File: src/rtl/lpc_pkg.sv
package lpc_pkg;
  localparam int unsigned REG_W   = 32;
  localparam int unsigned NSRC    = 10;
  localparam int unsigned B_RST   = 0;
  localparam int unsigned B_PDN   = 1;
  localparam int unsigned B_RDY   = 2;
  localparam int unsigned B_SEN   = 3;
  localparam int unsigned B_L2    = 4;
  localparam int unsigned B_L1    = 5;
  localparam int unsigned B_MLO   = 7;
  localparam int unsigned B_MHI   = B_MLO + NSRC - 1;
  localparam int unsigned B_HOST  = 31;
  localparam logic [REG_W-1:0] RESET_VAL = 32'h0000_0003;
  // software-writable bits (bit 2 is hardware-owned, reserved bits excluded)
  localparam logic [REG_W-1:0] WR_MASK   = 32'h8001_FFBB;
endpackage

File: src/rtl/lpc_sync.sv
module lpc_sync #(
  parameter int unsigned STAGES = 2
) (
  input  logic clk,
  input  logic rst_n,
  input  logic d_async,
  output logic q
);
  logic [STAGES-1:0] chain;

  always_ff @(posedge clk or negedge rst_n) begin
    if (!rst_n) chain <= '0;
    else        chain <= {chain[STAGES-2:0], d_async};
  end

  assign q = chain[STAGES-1];
endmodule

File: src/rtl/lpc_tick_timer.sv
module lpc_tick_timer #(
  parameter int unsigned LIMIT = 50
) (
  input  logic clk,
  input  logic rst_n,
  input  logic clr,
  input  logic en,
  output logic hit
);
  localparam int unsigned CW = $clog2(LIMIT + 1);
  localparam logic [CW-1:0] LAST = CW'(LIMIT - 1);
  localparam logic [CW-1:0] TOP  = CW'(LIMIT);

  logic [CW-1:0] cnt;

  // single-cycle pulse on the cycle that completes LIMIT counts
  assign hit = en && !clr && (cnt == LAST);

  always_ff @(posedge clk or negedge rst_n) begin
    if (!rst_n)                 cnt <= '0;
    else if (clr)               cnt <= '0;
    else if (en && cnt != TOP)  cnt <= cnt + 1'b1;
  end
endmodule

File: src/rtl/lpc_irq_combine.sv
module lpc_irq_combine #(
  parameter int unsigned N = 10
) (
  input  logic [N-1:0] flags,
  input  logic [N-1:0] masks,
  output logic         irq
);
  logic [N-1:0] hits;

  for (genvar i = 0; i < N; i++) begin : g_src
    assign hits[i] = flags[i] & masks[i];
  end

  assign irq = |hits;
endmodule

File: src/rtl/lpc_ctrl_reg.sv
module lpc_ctrl_reg
  import lpc_pkg::*;
#(
  parameter int unsigned CLK_MHZ = 48,
  parameter int unsigned L1_US   = 50,
  parameter int unsigned IDLE_US = 3000
) (
  input  logic        clk,
  input  logic        rst_n,
  input  logic        reg_wr_en,
  input  logic [31:0] reg_wr_data,
  output logic [31:0] reg_rd_data,
  input  logic        xact_busy,
  input  logic        bus_activity,
  input  logic        wake_async,
  input  logic [7:0]  ext_flags,
  input  logic [1:0]  flag_clr,
  output logic        core_rst,
  output logic        host_bus_rst,
  output logic        xcvr_pdn,
  output logic        clk_gate_en,
  output logic        xcvr_lowpwr,
  output logic        sof_en,
  output logic        resume_drv,
  output logic        idle_flag,
  output logic        wake_flag,
  output logic        irq
);
  localparam int unsigned L1_CYC   = CLK_MHZ * L1_US;
  localparam int unsigned IDLE_CYC = CLK_MHZ * IDLE_US;

  logic [REG_W-1:0] wr_val;
  logic             rst_b, pdn_b, susp_en, susp_rdy, l2_b, l1_b, host_b;
  logic [NSRC-1:0]  mask_q;
  logic             wake_s, wake_d, wake_rise;
  logic             l1_done, idle_hit;
  logic [NSRC-1:0]  src;

  assign wr_val = reg_wr_data & WR_MASK;

  // wakeup path: synchronize, then detect rising edge
  lpc_sync #(.STAGES(2)) u_wake_sync (
    .clk(clk), .rst_n(rst_n), .d_async(wake_async), .q(wake_s)
  );

  always_ff @(posedge clk or negedge rst_n) begin
    if (!rst_n) wake_d <= 1'b0;
    else        wake_d <= wake_s;
  end
  assign wake_rise = wake_s & ~wake_d;

  // L1 resume pulse length
  lpc_tick_timer #(.LIMIT(L1_CYC)) u_l1_tmr (
    .clk(clk), .rst_n(rst_n), .clr(~l1_b), .en(l1_b), .hit(l1_done)
  );

  // bus idle detector
  lpc_tick_timer #(.LIMIT(IDLE_CYC)) u_idle_tmr (
    .clk(clk), .rst_n(rst_n), .clr(bus_activity), .en(1'b1), .hit(idle_hit)
  );

  // plain software-owned fields
  always_ff @(posedge clk or negedge rst_n) begin
    if (!rst_n) begin
      rst_b  <= RESET_VAL[B_RST];
      pdn_b  <= RESET_VAL[B_PDN];
      l2_b   <= 1'b0;
      mask_q <= '0;
      host_b <= 1'b0;
    end else if (reg_wr_en) begin
      rst_b  <= wr_val[B_RST];
      pdn_b  <= wr_val[B_PDN];
      l2_b   <= wr_val[B_L2];
      mask_q <= wr_val[B_MHI:B_MLO];
      host_b <= wr_val[B_HOST];
    end
  end

  // suspend request / acknowledge; wakeup clear has priority over writes
  always_ff @(posedge clk or negedge rst_n) begin
    if (!rst_n) begin
      susp_en  <= 1'b0;
      susp_rdy <= 1'b0;
    end else begin
      if (wake_rise)      susp_en <= 1'b0;
      else if (reg_wr_en) susp_en <= wr_val[B_SEN];

      if (wake_rise)                         susp_rdy <= 1'b0;
      else if (reg_wr_en && !wr_val[B_SEN])  susp_rdy <= 1'b0;
      else if (susp_en && !xact_busy)        susp_rdy <= 1'b1;
    end
  end

  // self-clearing L1 resume bit
  always_ff @(posedge clk or negedge rst_n) begin
    if (!rst_n)                         l1_b <= 1'b0;
    else if (l1_b) begin
      if (l1_done)                      l1_b <= 1'b0;
    end else if (reg_wr_en && wr_val[B_L1]) l1_b <= 1'b1;
  end

  // sticky status flags
  always_ff @(posedge clk or negedge rst_n) begin
    if (!rst_n) begin
      wake_flag <= 1'b0;
      idle_flag <= 1'b0;
    end else begin
      if (wake_rise)        wake_flag <= 1'b1;
      else if (flag_clr[1]) wake_flag <= 1'b0;
      if (idle_hit)         idle_flag <= 1'b1;
      else if (flag_clr[0]) idle_flag <= 1'b0;
    end
  end

  assign src = {ext_flags[7:4], wake_flag, idle_flag, ext_flags[3:0]};

  lpc_irq_combine #(.N(NSRC)) u_irq (
    .flags(src), .masks(mask_q), .irq(irq)
  );

  always_comb begin
    reg_rd_data         = '0;
    reg_rd_data[B_RST]  = rst_b;
    reg_rd_data[B_PDN]  = pdn_b;
    reg_rd_data[B_RDY]  = susp_rdy;
    reg_rd_data[B_SEN]  = susp_en;
    reg_rd_data[B_L2]   = l2_b;
    reg_rd_data[B_L1]   = l1_b;
    reg_rd_data[B_MHI:B_MLO] = mask_q;
    reg_rd_data[B_HOST] = host_b;
  end

  assign core_rst     = rst_b;
  assign host_bus_rst = rst_b & host_b;
  assign xcvr_pdn     = pdn_b;
  assign clk_gate_en  = susp_rdy;
  assign xcvr_lowpwr  = susp_rdy;
  assign resume_drv   = l1_b | l2_b;
  assign sof_en       = host_b & ~(rst_b | pdn_b | susp_en | susp_rdy | l2_b | l1_b);
endmodule

File: config.mk
export PLATFORM = sky130hd
export DESIGN_NAME = lpc_ctrl_reg
export DESIGN_NICKNAME = d
export VERILOG_FILES = /design/src/rtl/lpc_pkg.sv /design/src/rtl/lpc_sync.sv /design/src/rtl/lpc_tick_timer.sv /design/src/rtl/lpc_irq_combine.sv /design/src/rtl/lpc_ctrl_reg.sv
export SDC_FILE = /design/constraint.sdc
export NUM_CORES = 1
export LEC_CHECK = 0
export BUFFER_PORTS_ARGS = -buffer_cell sky130_fd_sc_hd__buf_2
export CORE_MARGIN = 1
export CORE_UTILIZATION = 54
export CTS_CLUSTER_DIAMETER = 150
export DETAILED_ROUTE_END_ITERATION = 10
export PLACE_DENSITY = 0.84
export SYNTH_ARGS = -nofsm -noshare
export SYNTH_HDL_FRONTEND = slang
export SYNTH_SLANG_ARGS = --single-unit
export TNS_END_PERCENT = 30
File: constraint.sdc
create_clock -name clk -period 6 [get_ports clk]
set_input_delay 1.2 -clock clk [delete_from_list [all_inputs] [get_ports clk]]
set_output_delay 1.2 -clock clk [all_outputs]
set_load 0.1 [all_outputs]
After elaboration in Yosys (flattened, before gate mapping)
Index checks and enable logic that the tools add are counted.
- register bits after elaboration: 52
- input port bits: 48
- output and inout bits: 42
- word-level logic and storage cells: 73
- $add $sub $neg: 2
- equal/unequal tests: 5
- multiplexer cells: 16
- bitwise operators: 21
- reductions and logical operators: 15
- operator list (cell ; number):
    two-way mux 18 bit ; 2
    two-way mux 12 bit ; 2
    adder 18 x 1 -> 18 bit, second input constant ; 1
    == test 18 bit, second input constant ; 1
    inequality test 18 bit, second input constant ; 1
    AND 1 bit ; 13
    adder 12 x 1 -> 12 bit, second input constant ; 1
    == test 12 bit, second input constant ; 1
    two-way mux 1 bit ; 12
    inequality test 12 bit, second input constant ; 1
    OR reduction 10 bit ; 1
    nonzero test 2 bit ; 4
    logical AND 1 bit ; 6
    OR 1 bit ; 6
    logical NOT 1 bit ; 3
    nonzero test 3 bit ; 1
    inequality test 2 x 1 -> 1 bit, second input constant ; 1
    inverter 1 bit ; 2

Longest topological paths before layout
Gate-level depths: netlist of the first run.
- word-level depth: 7
- mapped depth: 6
- gate-level depth less buffers: 6

Cells and area by module
From an unflattened synthesis of the first run, not the netlist that was laid out.
- cells, all modules: 262
- area, all modules: 2821.5 µm²
- by module, submodules not included (module ; instances ; cells an instance ; area an instance (µm²) ; sequential area each (µm²)):
    lpc_tick_timer (u_idle_tmr) ; 1 ; 110 ; 1034.7 ; 450.4
    lpc_ctrl_reg ; 1 ; 79 ; 1009.7 ; 503.0
    lpc_tick_timer (u_l1_tmr) ; 1 ; 65 ; 674.4 ; 300.3
    lpc_irq_combine ; 1 ; 6 ; 52.6 ; 0.0
    lpc_sync ; 1 ; 2 ; 50.0 ; 50.0

Worst setup path before layout of the first run
No wires, ideal clock.
- kind: flip-flop to output port
- start point: register l1_b
- end point: output port sof_en
- data arrival time: 3.971 ns
- data required time: 4.800 ns
- setup slack: 0.829 ns
- cell stages (with the launch flop): 3
- cell sequence: dfrtp_1 > or2_2 > nor4bb_1
- cells in the longest elaborated chain, start to end: 3
- ends and longest elaborated chain (item ; RTL line ; text):
    start: declaration ; lpc_ctrl_reg.sv:33 ; logic rst_b, pdn_b, susp_en, susp_rdy, l2_b, l1_b, host_b;
    start signal: assignment ; lpc_ctrl_reg.sv:96 ; if (!rst_n) l1_b <= 1'b0;
    start signal: assignment ; lpc_ctrl_reg.sv:98 ; if (l1_done) l1_b <= 1'b0;
    start signal: assignment ; lpc_ctrl_reg.sv:99 ; end else if (reg_wr_en && wr_val[B_L1]) l1_b <= 1'b1;
    OR 1 bit ; lpc_ctrl_reg.sv:139 ; assign sof_en = host_b & ~(rst_b | pdn_b | susp_en | susp_rdy | l2_b | l1_b);
    inverter 1 bit ; lpc_ctrl_reg.sv:139 ;
    AND 1 bit ; lpc_ctrl_reg.sv:139 ;
    end: declaration ; lpc_ctrl_reg.sv:23 ; output logic sof_en,
No other way between the ends.

Final worst setup path of the first run
- start point: input port ext_flags[6]
- end point: output port irq
- cells in the longest elaborated chain, start to end: 2
- ends and longest elaborated chain (item ; RTL line ; text):
    start: declaration ; lpc_ctrl_reg.sv:16 ; input logic [7:0] ext_flags,
    AND 1 bit ; lpc_irq_combine.sv:11 ; assign hits[i] = flags[i] & masks[i];
    OR reduction 10 bit ; lpc_irq_combine.sv:14 ; assign irq = |hits;
    end: declaration ; lpc_ctrl_reg.sv:27 ; output logic irq
No other way between the ends.

==> results of run 1 <==
-- cells by family after synthesis --
family / after synthesis / share of synthesized area (%)
buffers and inverters: 39 / 9.23
xor gates and xnor gates: 17 / 5.49
other: 1 / 0.138
DFF: 52 / 48.1
adders and majority gates: 4 / 1.85
AOI/OAI and AO/OA: 25 / 5.49
muxes: 17 / 6.96
and+or+nand+nor: 100 / 22.8
-- metrics by stage --
stage / area (um^2) / std cells / setup WS, ns / hold slack, ns / utilization, %
CTS: 3050 / 374 / 2.51 / 0.357 / 63.7
global route: 3050 / 374 / 2.52 / 0.368 / 63.7
global placement: 2930 / 366 / 2.53 / 0.337 / 61.3
floorplan: 2770 / 269 / 0.829 / 0.331 / -
finish: 3050 / 374 / 2.52 / 0.356 / 63.7
detailed placement: 2930 / 366 / 2.51 / 0.335 / 61.3
-- final timing paths --
kind	startpoint	end	slack, ns	depth (start not counted)
max in group asynchronous	rst_n	mask_q[9]	4.59	2
min reg2reg	u_wake_sync.chain[0]	u_wake_sync.chain[1]	0.36	0
min in group asynchronous	rst_n	u_l1_tmr.cnt[11]	0.99	2
max reg2reg	u_idle_tmr.cnt[0]	u_idle_tmr.cnt[0]	3.97	5
min	u_wake_sync.chain[0]	u_wake_sync.chain[1]	0.36	0
max	ext_flags[6]	irq	2.52	5
-- power groups by stage --
stage,sequential [mW],clock [mW],combinational [mW]
2_1_floorplan,0.496,0,0.179
3_5_place_dp,0.435,0,0.280
4_1_cts,0.429,0.246,0.281
3_3_place_gp,0.432,0,0.275
6_report,0.430,0.241,0.279
5_1_grt,0.434,0.259,0.295
-- critical path, delay by kind of cell --
kind | cells | cell delay [ns]
simple gates | 1 | 0.13
compound gates | 2 | 0.54
buf+inv | 2 | 0.41
-- cell usage after synthesis (2+ instances only) --
cell and number:
dfrtp_1 50, buf_4 23, nor2_1 16, mux2_2 14, nand2_1 13, xnor2_1 12, nand3_1 11, inv_1 10
and2_1 9, o21ai_0 9, nand2b_1 8, nor3_1 8, a21oi_1 6, nand4_1 5, nor4_1 5, xor2_1 5
ha_1 4, a22oi_1 3, and3_1 3, clkbuf_1 3, nor4b_1 3, dfstp_2 2, mux2i_1 2, nor4bb_1 2
o22ai_1 2, or3_1 2
-- sequential cells by signal, summed over array words and instances (netlist names) --
name,count
l2_b,1
wake_d,1
u_wake_sync.chain,2
wake_flag,1
clk_gate_en,1
l1_b,1
host_b,1
u_l1_tmr.cnt,12
idle_flag,1
core_rst,1
mask_q,10
susp_en,1
u_idle_tmr.cnt,18
xcvr_pdn,1
-- area by class of cell --
| cell class | instances | area (um^2) |
|---|---|---|
| Timing Repair Buffer | 59 | 298 |
| Sequential cell | 52 | 1300 |
| Fill cell | 374 | 1740 |
| Multi-Input combinational cell | 178 | 1210 |
| Tap cell | 67 | 83.8 |
| Clock buffer | 5 | 68.8 |
| Inverter | 10 | 37.5 |
| Clock inverter | 3 | 46.3 |
-- metal layers --
layer  wire length (um)  up-vias  global-route usage, %
li1                   -      957                      -
met1               2290      944                   25.6
met2               2450       86                   34.2
met3                316        8                   4.56
met4                 72        0                   7.63
met5                  0        -                      0
==> run summary, run 1 <==
Yosys top cell by area: dfrtp_1
Yosys warns: 0
Maximum number of pins on one net before global-route repair: 53
TritonCTS clock tree: built
Setup Crit Path Kind: input pin to primary output
Starting density of the core: 56.7%
Slowest stage delay, CP: 0.32 ns
TritonRoute pass-1 iters: 4
Vias post-DR: 1,995
DRC viols: 0
Fin crit share: 58.1%
1st-iter DRT viols: 116
Post-synth top area share: 46.1%
Tot Pwr: 0.951 mW
Die Height: 72.9 um
Slowest stage cell, crit path: a221oi_1
Post_cts resized: 0
IO buf count: 58
CP required: 4.80 ns
Leakage power: 1.40 nW
Run status: completed
Initial antenna violation count: 0
Distinct cell type count after synthesis: 51
TritonCTS Sinks: 52
H-Tree Depth: 2
Largest driver fanout on the critical path: 1
Hold/Removal Path Class: flop to flop
Clock power frac: 25.4%
GRT overflow: 0
Post-synth ARST share: 100%
Final-stage net count: 358
Top_reg_cell synth: dfrtp_1
RSZ-0062 raised after global routing: no
Clock transition at the registers of the reported paths: 0.09 ns
Crit-path cells: buf_2, a22o_1, a221oi_1, nand4_1, buf_2
Sw power: 0.371 mW
Most common cell after layout, fill and taps aside: buf_2
Max-Cap Viols: 0
Startpoint types: input pin
Row count: 25
RePlAce Congestion: 0.788
Final hold vios: 0
Worst-skew pair later-pin latency: 0.30 ns
Fmax: 287 MHz
Ant diodes: 0
Switching part of the total: 39.0%
Post-synthesis cell count: 255
Wirelength, routed: 5130 um
GRT Total Usage: 20.3%
Internal power: 0.580 mW
Worst VDD drop: 0.136 mV
Most frequent cells in the layout: buf_2, dfrtp_1, nor2_1, conb_1, mux2_2
Comb pwr share: 29.4%
Mapped Avg Cell Area: 10.6 um^2
Minimum clock period: 3.48 ns
Deepest clock path buffer count: 2
First-pass GRT wire length: 8100 um
Die ar.: 5310 um^2
Headroom to the max-slew limit: 57.5%
CORE AREA: 4790 um^2
Post-synth EDFFs: 0
Final setup skew: 0.00421 ns
Register area share after synthesis: 48.1%
CP endpoint kind: primary output
CP arrival: 2.28 ns
Crit path top cell by count: buf_2
Top post-synthesis cells by area: dfrtp_1, buf_4, mux2_2
Post-synthesis sequential element count: 52
Vias in the first global route: 1,792
Setup TNS: 0 ns
PwrDens: 312 nW/um^2
Worst slew pin tran: 0.637 ns
Post-cts hold buffer count: 0
Final slew viol count: 0
Sequential Power Share: 45.2%
Final Setup Violations: 0
Layout cell share with drive strength beyond 1: 30.0%
DR vias/cell: 5.33
Root buffer cell: clkbuf_8
Die X: 72.9 um
Clock buffer count from CTS: 5
HPWL after DPL: 3700 um
Area Growth Syn to Fin: 12.4%
Synthesized cell area: 2710 um^2
Final ANT Viol Nets: 0
Avg WL per Cell: 13.7 um
Postcts setup bufs: 0
IO Pins: 90
Note: power is estimated with default switching activity, not from simulation.
==> run 2, diff against run 1 <==
Settings changed: ABC_AREA from default to 1, CORE_UTILIZATION 54 to 46, PLACE_DENSITY 0.84 to 0.75.
Clock period 6 ns to 3.2 ns, I/O delays scaled along.
==> run 2 against run 1 <==
Net effect: sequential share of layout area decreased by 2.2 points; cell area increased by 5.5%; combinational power increased by 92%.
==> run summary, run 2 <==
WHS: 0.264 ns
Setup Crit Path Kind: flop to primary output
Post-Layout Cell Count: 498
Register area share after synthesis: 45.8%
Worst slew pin tran: 0.503 ns
Most common cell after layout, fill and taps aside: nand2_1
Top post-synthesis cells by area: dfrtp_1, nand2_1, buf_4
Number of buffers and inverters on the critical path: 2
Biggest register: u_idle_tmr.cnt
Die ar.: 6500 um^2
Post-synth EDFFs: 0
Initial antenna violation count: 0
Ant diodes: 0
PwrDens: 552 nW/um^2
TritonCTS Sinks: 52
1st-iter DRT viols: 103
Vias in the first global route: 2,217
Max-Cap Viols: 0
RePlAce Congestion: 0.902
Startpoint types: flop
Run status: completed
Setup TNS: 0 ns
Deepest clock path buffer count: 2
Post-cts hold buffer count: 0
Slowest stage delay, CP: 0.51 ns
CORE AREA: 5960 um^2
Minimum clock period: 2.48 ns
Post-synthesis mux area share: 0%
GRT Total Usage: 19.9%
Yosys warns: 0
Placed cell count: 490
Final Setup Violations: 0
TritonRoute pass-1 iters: 4
Die X: 80.6 um
Final setup skew: 0.00913 ns
Main combinational cell family by area after synthesis: simple AND/OR/NAND/NOR gates
Post-Synth XOR/XNOR Area: 0.923%
H-Tree Depth: 2
Top-count cell post-synth: nand2_1
Most frequent cells after synthesis: nand2_1, dfrtp_1, nor2_1
Max reg flops: 18
Yosys top cell by area: dfrtp_1
Post-synthesis sequential element count: 52
Clock transition at the registers of the reported paths: 0.09 ns
Largest driver fanout on the critical path: 12
GRT overflow: 0
Finished Core Util: 54.0%
Post-synth ARST share: 100%
Top_reg_cell synth: dfrtp_1
Most frequent cells in the layout: nand2_1, buf_2, dfrtp_1, nor2_1, inv_1
Tot Pwr: 1.78 mW
Postcts setup bufs: 0
Die Height: 80.6 um
Mapped Avg Cell Area: 7.69 um^2
Biggest regs: u_idle_tmr.cnt: 18 flops, u_l1_tmr.cnt: 12 flops, mask_q: 10 flops
Post_cts resized: 0
IO buf count: 58
Fmax: 403 MHz
Leakage power: 1.63 nW
Final slew viol count: 0
CP endpoint kind: primary output
Clock buffer count from CTS: 5
Worst VDD drop: 0.335 mV
Vias post-DR: 2,402
Starting density of the core: 47.8%
DRC viols: 0
First-pass GRT wire length: 9800 um
Fin crit share: 77.5%
Adder-Cell Fraction of Synth Area: 1.76%
Final-stage net count: 474
Post-synth top area share: 44.0%
Final hold vios: 0
DR vias/cell: 4.82
Worst-skew pair later-pin latency: 0.31 ns
CP required: 2.56 ns
CP delay by family, top: buffers and inverters
Root buffer cell: clkbuf_8
RSZ-0062 raised after global routing: no
Post-synthesis cell count: 370
Wirelength, routed: 5690 um
Synthesized cell area: 2850 um^2
Number of fill cells: 580
Final ANT Viol Nets: 0
Distinct cell type count after synthesis: 32
Crit-path cells: inv_1, nand2_1, nor4_4, buf_2
Maximum number of pins on one net before global-route repair: 33
HPWL after DPL: 4440 um
Layout cell share with drive strength beyond 1: 21.7%
Synth Area in Simple Gates: 31.8%
Area Growth Syn to Fin: 13.1%
IO Pins: 90
CP arrival: 1.84 ns
Slowest stage cell, crit path: dfrtp_1
Complex-gate fraction of the synthesized area: 7.08%
Hold/Removal Path Class: input pin to asynchronous set/reset pin
TritonCTS clock tree: built
Row count: 28
Avg WL per Cell: 11.4 um
Headroom to the max-slew limit: 66.5%
## run 2: changes by cell type after synthesis, sizes merged, moves of 11 or more
cell   delta
inv      +33
mux2     -15
nand2    +94
nand3    +12
nor2     +40
o21ai    +11
xnor2    -11
## run 2: cell families after synthesis
family,after synthesis
fa+ha+maj,4
compound gates,37
buf+inv,71
xor+xnor,3
flops,52
simple gates,202
other cells,1
## run 2: cell type report
cell class                 count  area [um^2]  area share (%)
clock inverter                 2         35.0            1.09
sequential                    52         1300            40.5
inverter                      43          161            5.02
timing repair buffer          59          298            9.25
multi-input combinational    261         1250            39.0
tap                           75         93.8            2.92
clock buffer                   6         72.6            2.26
## run 2: path summary, 6_finish.rpt
path                                       from                   end  slack, ns  cells past startpoint
max                                        l1_b                sof_en       0.72                      4
min                                       rst_n                host_b       0.26                      1
max reg2reg                   u_idle_tmr.cnt[1]    u_idle_tmr.cnt[16]       1.76                      8
min reg2reg                u_wake_sync.chain[0]  u_wake_sync.chain[1]       0.36                      0
max in group asynchronous                 rst_n     u_idle_tmr.cnt[5]       2.16                      2
min in group clk           u_wake_sync.chain[0]  u_wake_sync.chain[1]       0.36                      0
## run 2: metrics by stage
step	area, um^2	setup WS, ns
6_report	3220	0.719
5_1_grt	3220	0.635
4_1_cts	3220	0.699
3_5_place_dp	3110	1.05
3_3_place_gp	3110	1.06
2_1_floorplan	2910	0.183
## run 2: per-layer routing
metal	part of all wire, %	track usage, %	wire length, um	up-vias
li1	-	-	-	1226
met1	47	25.3	2690	1123
met2	47	32.4	2700	42
met3	3.3	5.00	187	11
met4	1.9	7.32	110	0
met5	0	0	0	-
## run 2: power by group
part / total (mW) / internal, mW / switching [mW]
combinational: 0.536 / 0.108 / 0.428
sequential: 0.795 / 0.730 / 0.0649
clock: 0.445 / 0.232 / 0.213
==> run 3, diff against run 2 <==
Settings changed: CORE_UTILIZATION 46 to 51, PLACE_DENSITY 0.75 to 0.79.
Clock period 3.2 ns to 2.5 ns, I/O delays scaled along.
==> run 3 against run 2 <==
Net effect: register-to-register slack got worse by 0.72 ns; first-iteration DRC count fell by 18%; global-route usage rose by 0.48 points; clock power is 10% higher; utilization is 7.4 points higher.
==> run summary, run 3 (synthesis gave the netlist of run 2 again) <==
Run status: completed
Setup TNS: 0 ns
CP arrival: 1.77 ns
Final WS setup: 0.234 ns
DR vias/cell: 4.83
Tot Pwr: 2.20 mW
Final hold vios: 0
Reg-to-Reg End: u_l1_tmr.cnt[10]
Layout cell share with drive strength beyond 1: 22.6%
Vias post-DR: 2,384
IO buf count: 58
Vias in the first global route: 2,267
CORE AREA: 5240 um^2
RSZ-0062 raised after global routing: no
H-Tree Depth: 2
Post_cts resized: 0
Die X: 76.7 um
GRT Total Usage: 20.3%
Deepest clock path buffer count: 2
Final-stage net count: 475
Die Height: 76.7 um
1st-iter DRT viols: 84
Root buffer cell: clkbuf_8
Leakage power: 1.63 nW
Minimum clock period: 2.27 ns
Fmax: 441 MHz
Max-Cap Viols: 0
Fin crit share: 90.6%
GRT overflow: 0
Worst R2R Start: u_l1_tmr.cnt[0]
Flop2flop setup slack: 1.04 ns
Headroom to the max-slew limit: 59.6%
Setup Crit Path Kind: flop to primary output
Die ar.: 5880 um^2
Postcts setup bufs: 0
DP Area: 3130 um^2
Worst VDD drop: 0.405 mV
Starting density of the core: 54.3%
DRC viols: 0
Final slew viol count: 0
WHS: 0.185 ns
Initial antenna violation count: 0
Final Cell Area: 3220 um^2
Final Setup Violations: 0
Wirelength, routed: 5630 um
Biggest regs: u_idle_tmr.cnt: 18 flops, u_l1_tmr.cnt: 12 flops, mask_q: 10 flops
Avg WL per Cell: 11.4 um
Most frequent cells in the layout: nand2_1, buf_2, dfrtp_1, nor2_1, inv_1
TritonRoute pass-1 iters: 4
Hold/Removal Path Class: input pin to asynchronous set/reset pin
R2R cell count: 9
Final ANT Viol Nets: 0
Row count: 26
CP Launch Point: l1_b
Area Growth Syn to Fin: 13.1%
Dpl ws: 0.575 ns
Worst-skew pair later-pin latency: 0.31 ns
Maximum number of pins on one net before global-route repair: 28
Clock buffer count from CTS: 5
CP endpoint: sof_en
Startpoint types: flop
TritonCTS clock tree: built
Max reg flops: 18
IO Pins: 90
Worst slew pin tran: 0.607 ns
Biggest register: u_idle_tmr.cnt
PwrDens: 683 nW/um^2
Most common cell after layout, fill and taps aside: nand2_1
RePlAce Congestion: 0.881
First-pass GRT wire length: 9680 um
TritonCTS Sinks: 52
Post-cts hold buffer count: 0
Clock transition at the registers of the reported paths: 0.10 ns
HPWL after DPL: 4240 um
CP required: 2.00 ns
Ant diodes: 0
Final setup skew: 0.00955 ns
Largest driver fanout on the critical path: 12
CP endpoint kind: primary output
[run 3: cell count changes in the layout (fill, tap and decap cells not counted), sizes merged]
cell    delta
buf        +1
bufinv     -1
clkbuf     -1
clkinv     +1
inv        +1
[run 3: area by class of cell]
| class | count | area [um^2] |
|---|---|---|
| multi-input cells | 261 | 1260 |
| flip-flops and latches | 52 | 1310 |
| clock buffers | 5 | 68.8 |
| repair buffers | 60 | 318 |
| clock inverters | 3 | 22.5 |
| well taps | 70 | 87.6 |
| inverters | 43 | 161 |
| fillers | 493 | 2020 |
[run 3: routing by layer]
metal	share of wire, %	vias up	routed length [um]	track usage, %
li1	-	1224	-	-
met1	45	1086	2540	24.5
met2	50	63	2800	36.3
met3	3.7	11	211	2.74
met4	1.3	0	76	8.46
met5	0	-	0	0
[run 3: worst min path at each step]
| stage | to | slack, ns | cells past startpoint |
|---|---|---|---|
| 6_report | u_l1_tmr.cnt[1] | 0.19 | 1 |
| 5_1_grt | u_l1_tmr.cnt[0] | 0.24 | 1 |
| 4_1_cts | u_l1_tmr.cnt[1] | 0.21 | 1 |
| 3_5_place_dp | u_wake_sync.chain[1] | 0.33 | 0 |
| 3_3_place_gp | u_wake_sync.chain[1] | 0.33 | 0 |
| 2_1_floorplan | clk_gate_en | 0.20 | 0 |
[run 3: metrics by stage]
stage          instances  utilization [%]
3_3_place_gp         486             59.7
6_report             494             61.5
5_1_grt              494             61.5
3_5_place_dp         486             59.7
2_1_floorplan        384                -
4_1_cts              494             61.5
[run 3: power by group]
part | total, mW | leakage [nW] | internal, mW | switching (mW)
clock | 0.491 | 0.0485 | 0.201 | 0.290
sequential | 1.02 | 0.661 | 0.935 | 0.0864
combinational | 0.686 | 0.919 | 0.141 | 0.544
[run 3: worst max-delay path, stage by stage (launching register included)]
cell and delay (ns):
dfrtp_1 0.52, inv_1 0.24, nand2_2 0.11, nor4_4 0.12, buf_2 0.46
